## src/rtl/pixclk_gen.sv

```systemverilog
module pixclk_gen #(
  parameter int NW = 6,
  parameter int DW = 8,
  parameter int FW = 6
) (
  input  logic                    clk,
  input  logic                    rst_n,
  input  logic                    src_a_en,
  input  logic                    src_b_en,
  input  logic [NW+DW+2*FW+4:0]   cfg,
  input  logic                    run,
  output logic                    pix_clk,
  output logic                    period_stb
);
  localparam int BYP    = NW;
  localparam int IDLE   = NW + 1;
  localparam int PH     = NW + 2;
  localparam int DIV_LO = NW + 3;
  localparam int B_LO   = DIV_LO + DW;
  localparam int A_LO   = B_LO + FW;
  localparam int SEL_LO = A_LO + FW;
  localparam int CW     = SEL_LO + 2;

  logic [CW-1:0] sh;
  logic          running;
  logic [DW-1:0] pc;
  logic [NW-1:0] pcnt;
  logic [FW-1:0] acc;
  logic          extra;

  function automatic logic src_ok(input logic [1:0] s, input logic ea, input logic eb);
    return (s == 2'd1 && ea) || (s == 2'd2 && eb);
  endfunction

  wire [1:0]  sel_live    = cfg[SEL_LO +: 2];
  wire        sel_live_ok = (sel_live == 2'd1) || (sel_live == 2'd2);
  wire        tick_live   = src_ok(sel_live, src_a_en, src_b_en);
  wire        tick        = src_ok(sh[SEL_LO +: 2], src_a_en, src_b_en);

  wire [DW-1:0] div_raw = sh[DIV_LO +: DW];
  wire [DW:0]   div     = (div_raw == '0) ? (DW+1)'(1) : {1'b0, div_raw};
  wire [FW-1:0] fb      = sh[B_LO +: FW];
  wire [FW-1:0] fa      = sh[A_LO +: FW];
  wire          frac_on = (fa != '0) && (fb != '0) && (fb < fa);
  wire [DW:0]   len     = div + {{DW{1'b0}}, extra};
  wire [NW:0]   ratio   = sh[BYP] ? (NW+1)'(1) : {1'b0, sh[NW-1:0]} + (NW+1)'(1);

  wire          pre_end  = tick && ({1'b0, pc} == len - (DW+1)'(1));
  wire          pix_end  = pre_end && ({1'b0, pcnt} == ratio - (NW+1)'(1));
  wire [DW:0]   half_tk  = (len >> 1) + {{DW{1'b0}}, len[0]};
  wire [NW:0]   half_pre = (ratio >> 1) + {{NW{1'b0}}, ratio[0]};
  wire          flip     = (ratio == (NW+1)'(1))
                         ? (tick && !pre_end && ({1'b0, pc} + (DW+1)'(1) == half_tk))
                         : (pre_end && ({1'b0, pcnt} + (NW+1)'(1) == half_pre));
  wire [FW:0]   sum      = {1'b0, acc} + {1'b0, fb};
  wire          wrap     = frac_on && (sum >= {1'b0, fa});

  always_ff @(posedge clk or negedge rst_n) begin
    if (!rst_n) begin
      running    <= 1'b0;
      pix_clk    <= 1'b0;
      period_stb <= 1'b0;
      sh         <= '0;
      pc         <= '0;
      pcnt       <= '0;
      acc        <= '0;
      extra      <= 1'b0;
    end else begin
      period_stb <= 1'b0;
      if (!run) begin
        running <= 1'b0;
        pix_clk <= cfg[IDLE];
        sh      <= cfg;
      end else if (!running) begin
        sh    <= cfg;
        pc    <= '0;
        pcnt  <= '0;
        acc   <= '0;
        extra <= 1'b0;
        if (tick_live) begin
          running    <= 1'b1;
          pix_clk    <= cfg[PH];
          period_stb <= 1'b1;
        end else begin
          pix_clk <= cfg[IDLE];
        end
      end else if (tick) begin
        if (pre_end) begin
          pc    <= '0;
          pcnt  <= pcnt + NW'(1);
          extra <= wrap;
          if (wrap)         acc <= FW'(sum - {1'b0, fa});
          else if (frac_on) acc <= FW'(sum);
          else              acc <= '0;
        end else begin
          pc <= pc + DW'(1);
        end
        if (pix_end) begin
          sh   <= cfg;
          pcnt <= '0;
          if (sel_live_ok) begin
            pix_clk    <= cfg[PH];
            period_stb <= 1'b1;
          end else begin
            running <= 1'b0;
            pix_clk <= cfg[IDLE];
          end
        end else if (flip) begin
          pix_clk <= ~sh[PH];
        end
      end
    end
  end

  a_r1_idle_level: assert property (@(posedge clk) disable iff (!rst_n)
    !run |=> (pix_clk == $past(cfg[IDLE])) && !period_stb);

  a_r8_hold_without_tick: assert property (@(posedge clk) disable iff (!rst_n)
    (run && running && !tick) |=> ($stable(pix_clk) && !period_stb));

  a_r7_valid_source: assert property (@(posedge clk) disable iff (!rst_n)
    running |-> (sh[SEL_LO +: 2] == 2'd1 || sh[SEL_LO +: 2] == 2'd2));

  a_r9_cfg_held: assert property (@(posedge clk) disable iff (!rst_n)
    (run && running && !pix_end) |=> $stable(sh));

  a_r10_strobe_level: assert property (@(posedge clk) disable iff (!rst_n)
    period_stb |-> (running && pix_clk == sh[PH]));
endmodule

```

## config.mk

```make
export PLATFORM = sky130hd
export DESIGN_NAME = pixclk_gen
export DESIGN_NICKNAME = d
export VERILOG_FILES = /design/src/rtl/pixclk_gen.sv
export SDC_FILE = /design/constraint.sdc
export NUM_CORES = 1
export LEC_CHECK = 0
export BUFFER_PORTS_ARGS = -buffer_cell sky130_fd_sc_hd__buf_2
export CELL_PAD_IN_SITES_DETAIL_PLACEMENT = 1
export CELL_PAD_IN_SITES_GLOBAL_PLACEMENT = 1
export CORE_MARGIN = 2
export CORE_UTILIZATION = 48
export CTS_BUF_LIST = sky130_fd_sc_hd__clkbuf_8
export DETAILED_ROUTE_END_ITERATION = 6
export GPL_TIMING_DRIVEN = 1
export PLACE_DENSITY_LB_ADDON = 0.1
export SLEW_MARGIN = 0
export SYNTH_ARGS = -nofsm -noshare
export SYNTH_HDL_FRONTEND = slang
export SYNTH_SLANG_ARGS = --single-unit
```

## constraint.sdc

```tcl
create_clock -name clk -period 5.92 [get_ports clk]
set_input_delay 0 -clock clk [delete_from_list [all_inputs] [get_ports clk]]
set_output_delay 0 -clock clk [all_outputs]
set_load 0.03 [all_outputs]
```

### Word level (Yosys, flattened, before mapping)

Cells that the tools add are included.

| storage, ports and cells | value |
|---|---|
| register bits | 55 |

| operators by class | value |
|---|---|
| add/sub/neg operators | 12 |
| order comparisons | 2 |
| equality and inequality tests | 15 |
| mux-type cells | 39 |
| bitwise gates (word level) | 1 |
| reductions and logical operators | 24 |

Operators with widths:

| cell | number |
|---|---|
| 31-bit 2-to-1 mux | 4 |
| 6-bit 2-to-1 mux | 9 |
| 8-bit 2-to-1 mux | 4 |
| 1-bit 2-to-1 mux | 21 |
| 8-bit by 1-bit adder with 9-bit output | 2 |
| 6-bit by 1-bit adder with 7-bit output (second input constant) | 2 |
| 1-bit logical AND | 12 |
| 6-bit nonzero test | 2 |
| 8-bit by 1-bit adder with 9-bit output (second input constant) | 1 |
| 8-bit by 9-bit equality test with 1-bit output | 1 |
| 9-bit equality test | 1 |
| 9-bit by 1-bit subtractor with 9-bit output (second input constant) | 1 |
| 8-bit by 1-bit adder with 8-bit output (second input constant) | 1 |
| 8-bit logical NOT | 1 |
| 6-bit by 1-bit adder with 7-bit output | 1 |
| 6-bit by 6-bit adder with 7-bit output | 1 |
| 6-bit by 7-bit equality test with 1-bit output | 1 |
| 7-bit by 1-bit equality test with 1-bit output (second input constant) | 1 |
| 7-bit equality test | 1 |
| 7-bit by 6-bit greater-or-equal comparator with 1-bit output | 1 |
| 7-bit 2-to-1 mux | 1 |
| 7-bit by 1-bit subtractor with 7-bit output (second input constant) | 1 |
| 6-bit by 1-bit adder with 6-bit output (second input constant) | 1 |
| 6-bit less-than comparator | 1 |
| other kinds (12) | 21 |

### Longest topological paths before layout

| depth | value |
|---|---|
| word-level depth | 15 |
| depth in mapped cells | 20 |
| depth with buffers taken out | 15 |

### Least setup slack after synthesis

No wires, ideal clock.

| timing path | value |
|---|---|
| path kind | register -> register |
| start | register sh[10] |
| end | register sh[0] |
| arrival time | 4.131 ns |
| required time | 5.795 ns |
| setup slack | 1.664 ns |
| stages on the path, launching flop included | 18 |
| period minus slack after synthesis | 4.256 ns |
| path through | dfrtp_1 buf_2 nor4_1 a21o_1 ha_1 ha_1 clkbuf_1 inv_1 ha_1 or4b_1 o31ai_2 o21a_1 xnor2_1 o211ai_1 or3_1 o21ai_4 buf_6 mux2_2 |

| on the way | value |
|---|---|
| cells in the longest elaborated chain, start to end | 9 |

RTL lines:

| what | RTL line | source |
|---|---|---|
| from (decl) | 24 | `logic [CW-1:0] sh;` |
| from (signal assigned) | 73 | `sh <= cfg;` |
| from (signal assigned) | 75 | `sh <= cfg;` |
| from (signal assigned) | 99 | `sh <= cfg;` |
| 8-bit logical NOT | 41 | `wire [DW:0] div = (div_raw == '0) ? (DW+1)'(1) : {1'b0, div_raw};` |
| 8-bit 2-to-1 mux (*) | 41 |  |
| 8-bit by 1-bit adder with 9-bit output (*) | 45 | `wire [DW:0] len = div + {{DW{1'b0}}, extra};` |
| 9-bit by 1-bit subtractor with 9-bit output (*) | 48 | `wire pre_end = tick && ({1'b0, pc} == len - (DW+1)'(1));` |
| 8-bit by 9-bit equality test with 1-bit output (*) | 48 |  |
| 1-bit logical AND (*) | 48 |  |
| 1-bit logical AND (*) | 49 | `wire pix_end = pre_end && ({1'b0, pcnt} == ratio - (NW+1)'(1));` |
| 3-bit by 2-bit inequality test with 1-bit output (no source line) (*) | n/a |  |
| 2-bit AND reduction (no source line) (*) | n/a |  |

Every way passes the cells marked *; elsewhere a longest branch is shown, timed or not.
A chain may end at the register's enable or synchronous reset.

### Worst setup path in the final report

| timing path | value |
|---|---|
| start | register sh[12] |
| end | register sh[18] |

The elaborated chain is that of the path after synthesis.

==> flow_summary.toml <==
[clock_tree]
h-tree-depth = 2
clock_path_buffers = 2
numCtsBuffers = 5
numClockSinks = 54
post-cts-setup-buffer-count = 0
cts-root-buf = "sky130_fd_sc_hd__clkbuf_8"
clock_latency_ns = 0.34
cts_hold_buffers = 31
cts.reportedPaths.clkPinSlew_ns = 0.11
post_cts_repair_resize_count = 0
cts_tree = "built"

[floorplanning]
chipHeight_um = 104
die_area_um2 = 10800
initial_utilization_pct = 49.4
chip_width_um = 104
floorplan.core_area_um2 = 9730
fp-row-count = 36
io_pins = 38

[cells_and_area]
multi_input_area_um2 = 3170
areaGrowthSynthToFinish_pct = 13.1
share_of_final_layout_standard_cells_stronger_than_drive_strength_1_pct = 13.4
layout.cells.most_common_list = "sky130_fd_sc_hd__dfrtp_1, sky130_fd_sc_hd__nand2_1, sky130_fd_sc_hd__xnor2_1, sky130_fd_sc_hd__buf_2"
fin_nets = 656
seq_area_um2 = 1350
antennaDiodeCount = 0
layout.core_utilization_pct = 55.9
final_common_cell = "sky130_fd_sc_hd__dfrtp_1"
filler_cell_count = 1190

[sta]
slew_viol_final = 0
transition_at_the_pin_with_the_smallest_max_transition_slack_ns = 0.916
fin_ws_ns = 0.635
layout_min_cycle_time_ns = 5.28
worst_slew_margin_rel_pct = 38.9
final_min_period_over_clock_period_pct = 89.3
report.final.hold_viol_count = 0
unrepaired_setup_endpoints_after_global_routing = "no"
clock.fmax_mhz = 189
final.setup_skew_ns = 0.0164
setup-violations-final = 0
totalNegativeSetupSlack_ns = 0

[setup_path]
crit_slowest_cell = "sky130_fd_sc_hd__dfrtp_1"
startpoint_type = "flop"
critical_path.max_stage_delay_ns = 0.59
setup.worst_path.start = "sh[12]"
timing.critical_path.required_ns = 6.14
reg2reg_from = "sh[12]"
cp-end-kind = "flop"
setup.reg_to_reg.worst_slack_ns = 0.64
r2r.worst_path.cells = 15
critical-path-top-cell-by-count = "sky130_fd_sc_hd__ha_1"
cp.arrival_ns = 5.51
regToRegEndpoint = "sh[18]"
crit_type = "flop to flop"
crit_path_cell_trace = "nor3_1 -> a21o_1 -> ha_1 -> ha_1 -> inv_1 -> ha_1 -> or4b_1 -> o31ai_2 -> o21a_1 -> xnor2_1 -> o211ai_1 -> or3_1 -> o21ai_4 -> buf_4 -> mux2_2"
critical_path.endpoint = "sh[18]"
critical_path_peak_fanout = 21

[drt]
routed_wire_length_per_instance_um = 19.3
detail_route.vias_per_cell = 5.90
drc_marker_count_from_the_first_detailed_route_iteration = 125
ant_nets = 0
drc = 0
drt_pass1_iterations = 4
num_vias = 4251
route.final.wire_length_um = 13900

[global_route]
grt_pass1_wl_um = 23400
grt_pass1_vias = 4603
grt_overflow_total = 0
grt_max_degree = 55
initial_antenna_violation_count = 0
grt_use_total_pct = 26.5

[synth]
synthesis.area_per_instance_um2 = 8.90
synthDominantAreaCellType = "sky130_fd_sc_hd__dfrtp_1"
synth_top_area_share_pct = 28.1
yosys.cell_types.count = 76
post_synth_instance_area_um2 = 4810
postSynth.asyncResetShare_pct = 100
yosysWarnings = 0
synth_sequential_area_ratio_pct = 28.1
synth.area.top_cells = "sky130_fd_sc_hd__dfrtp_1, sky130_fd_sc_hd__ha_1, sky130_fd_sc_hd__xnor2_1"
synth_nets = 609
post_synth_inst_count = 540
ys_seq_elements = 54
synth_edf_count = 0
ys.flop_type = "sky130_fd_sc_hd__dfrtp_1"

[power]
peakVddDrop_mv = 0.116
power-per-cell-area_nw_per_um2 = 204
report.power.total_mw = 1.11
p_leak_nw = 2.34

[flow_run]
timing.max_cap.violations = 0

[place]
numPortBuffers = 37
place_ws_ns = 0.677
globalplace.congestion = 0.829
post-dp-hpwl_um = 10000

[run_status]
status = "complete, no violations"

[min_path]
min_path_type = "input port to flop"
area by class of cell:
type	count	area share [%]
Clock buffer	5	1.27
Timing Repair Buffer	74	9.94
Multi-Input combinational cell	423	58.4
Sequential cell	54	24.9
Tap cell	133	3.06
Clock inverter	3	0.529
Inverter	29	2.00
registers in the layout (all words and copies together), names as in the netlist:
signal / cells
pcnt: 6
pix_clk: 1
period_stb: 1
sh: 30
acc: 6
pc: 8
extra: 1
running: 1
per-stage QoR:
stage / instances / cell area [µm²] / hold WS (ns)
after floorplan: 540 / 4810 / -0.296
after global placement: 682 / 5030 / 0.185
after detailed placement: 682 / 5030 / 0.197
after CTS: 721 / 5440 / 0.0228
after global routing: 721 / 5440 / 0.0585
final: 721 / 5440 / 0.0328
per-layer routing:
metal	part of all wire (%)	track usage, %	vias up
li1	-	-	2035
met1	44	33.4	2142
met2	51	47.1	55
met3	2.8	3.57	19
met4	1.6	8.20	0
met5	0	0	-
worst max-delay path: cells and delay by family (launching register included):
family,cells,cell delay [ns]
AND/OR/NAND/NOR,3,1.31
AO/OA/AOI/OAI,5,1.25
adder cells (fa/ha/maj),3,1.05
flip-flops,1,0.59
buffers and inverters,2,0.47
multiplexers,1,0.36
XOR/XNOR,1,0.15
synth_stat cells, types with 5 or more instances:
cell and number:
sky130_fd_sc_hd__buf_2 14, sky130_fd_sc_hd__xor2_1 16, sky130_fd_sc_hd__o31ai_1 13, sky130_fd_sc_hd__nor2_1 22, sky130_fd_sc_hd__nand2_1 51, sky130_fd_sc_hd__nor2b_1 11
sky130_fd_sc_hd__nand3_1 17, sky130_fd_sc_hd__nand4_1 7, sky130_fd_sc_hd__a21boi_0 5, sky130_fd_sc_hd__nor4_1 6, sky130_fd_sc_hd__inv_1 29, sky130_fd_sc_hd__nand2b_1 6
sky130_fd_sc_hd__a21o_1 6, sky130_fd_sc_hd__a21oi_1 18, sky130_fd_sc_hd__a211o_1 6, sky130_fd_sc_hd__mux2_1 11, sky130_fd_sc_hd__dfrtp_1 54, sky130_fd_sc_hd__o21ai_0 29
sky130_fd_sc_hd__nand3b_1 5, sky130_fd_sc_hd__clkbuf_1 13, sky130_fd_sc_hd__or3_1 5, sky130_fd_sc_hd__nor3_1 15, sky130_fd_sc_hd__ha_1 31, sky130_fd_sc_hd__o21bai_1 5
sky130_fd_sc_hd__and3_1 9, sky130_fd_sc_hd__mux2_2 14, sky130_fd_sc_hd__xnor2_1 40
logic make-up (layout without fill, tap and decap cells):
kind of cell	Yosys count	after routing	share of synthesized area [%]
xor+xnor	60	60	12.1
mux	26	26	6.07
compound gates	122	122	17.9
fa+ha+maj	33	33	8.90
buf+inv	63	111	5.99
simple gates	182	182	20.9
flops	54	54	28.1
where the power goes:
group	leakage [nW]	internal, mW	switching [mW]
sequential	0.679	0.395	0.0443
clock	0.0506	0.0891	0.150
combinational	1.61	0.195	0.238
worst min path at each step:
stage               startpoint    endpoint  slack [ns]  cells after the start
finish                     run  period_stb        0.03                      3
global route               run  period_stb        0.06                      3
CTS                        run  period_stb        0.02                      3
detailed placement       rst_n      sh[11]        0.20                      2
global placement         rst_n      sh[11]        0.18                      2
floorplan                rst_n      acc[0]       -0.30                      0
No activity file was read; power rests on OpenSTA's default activity.
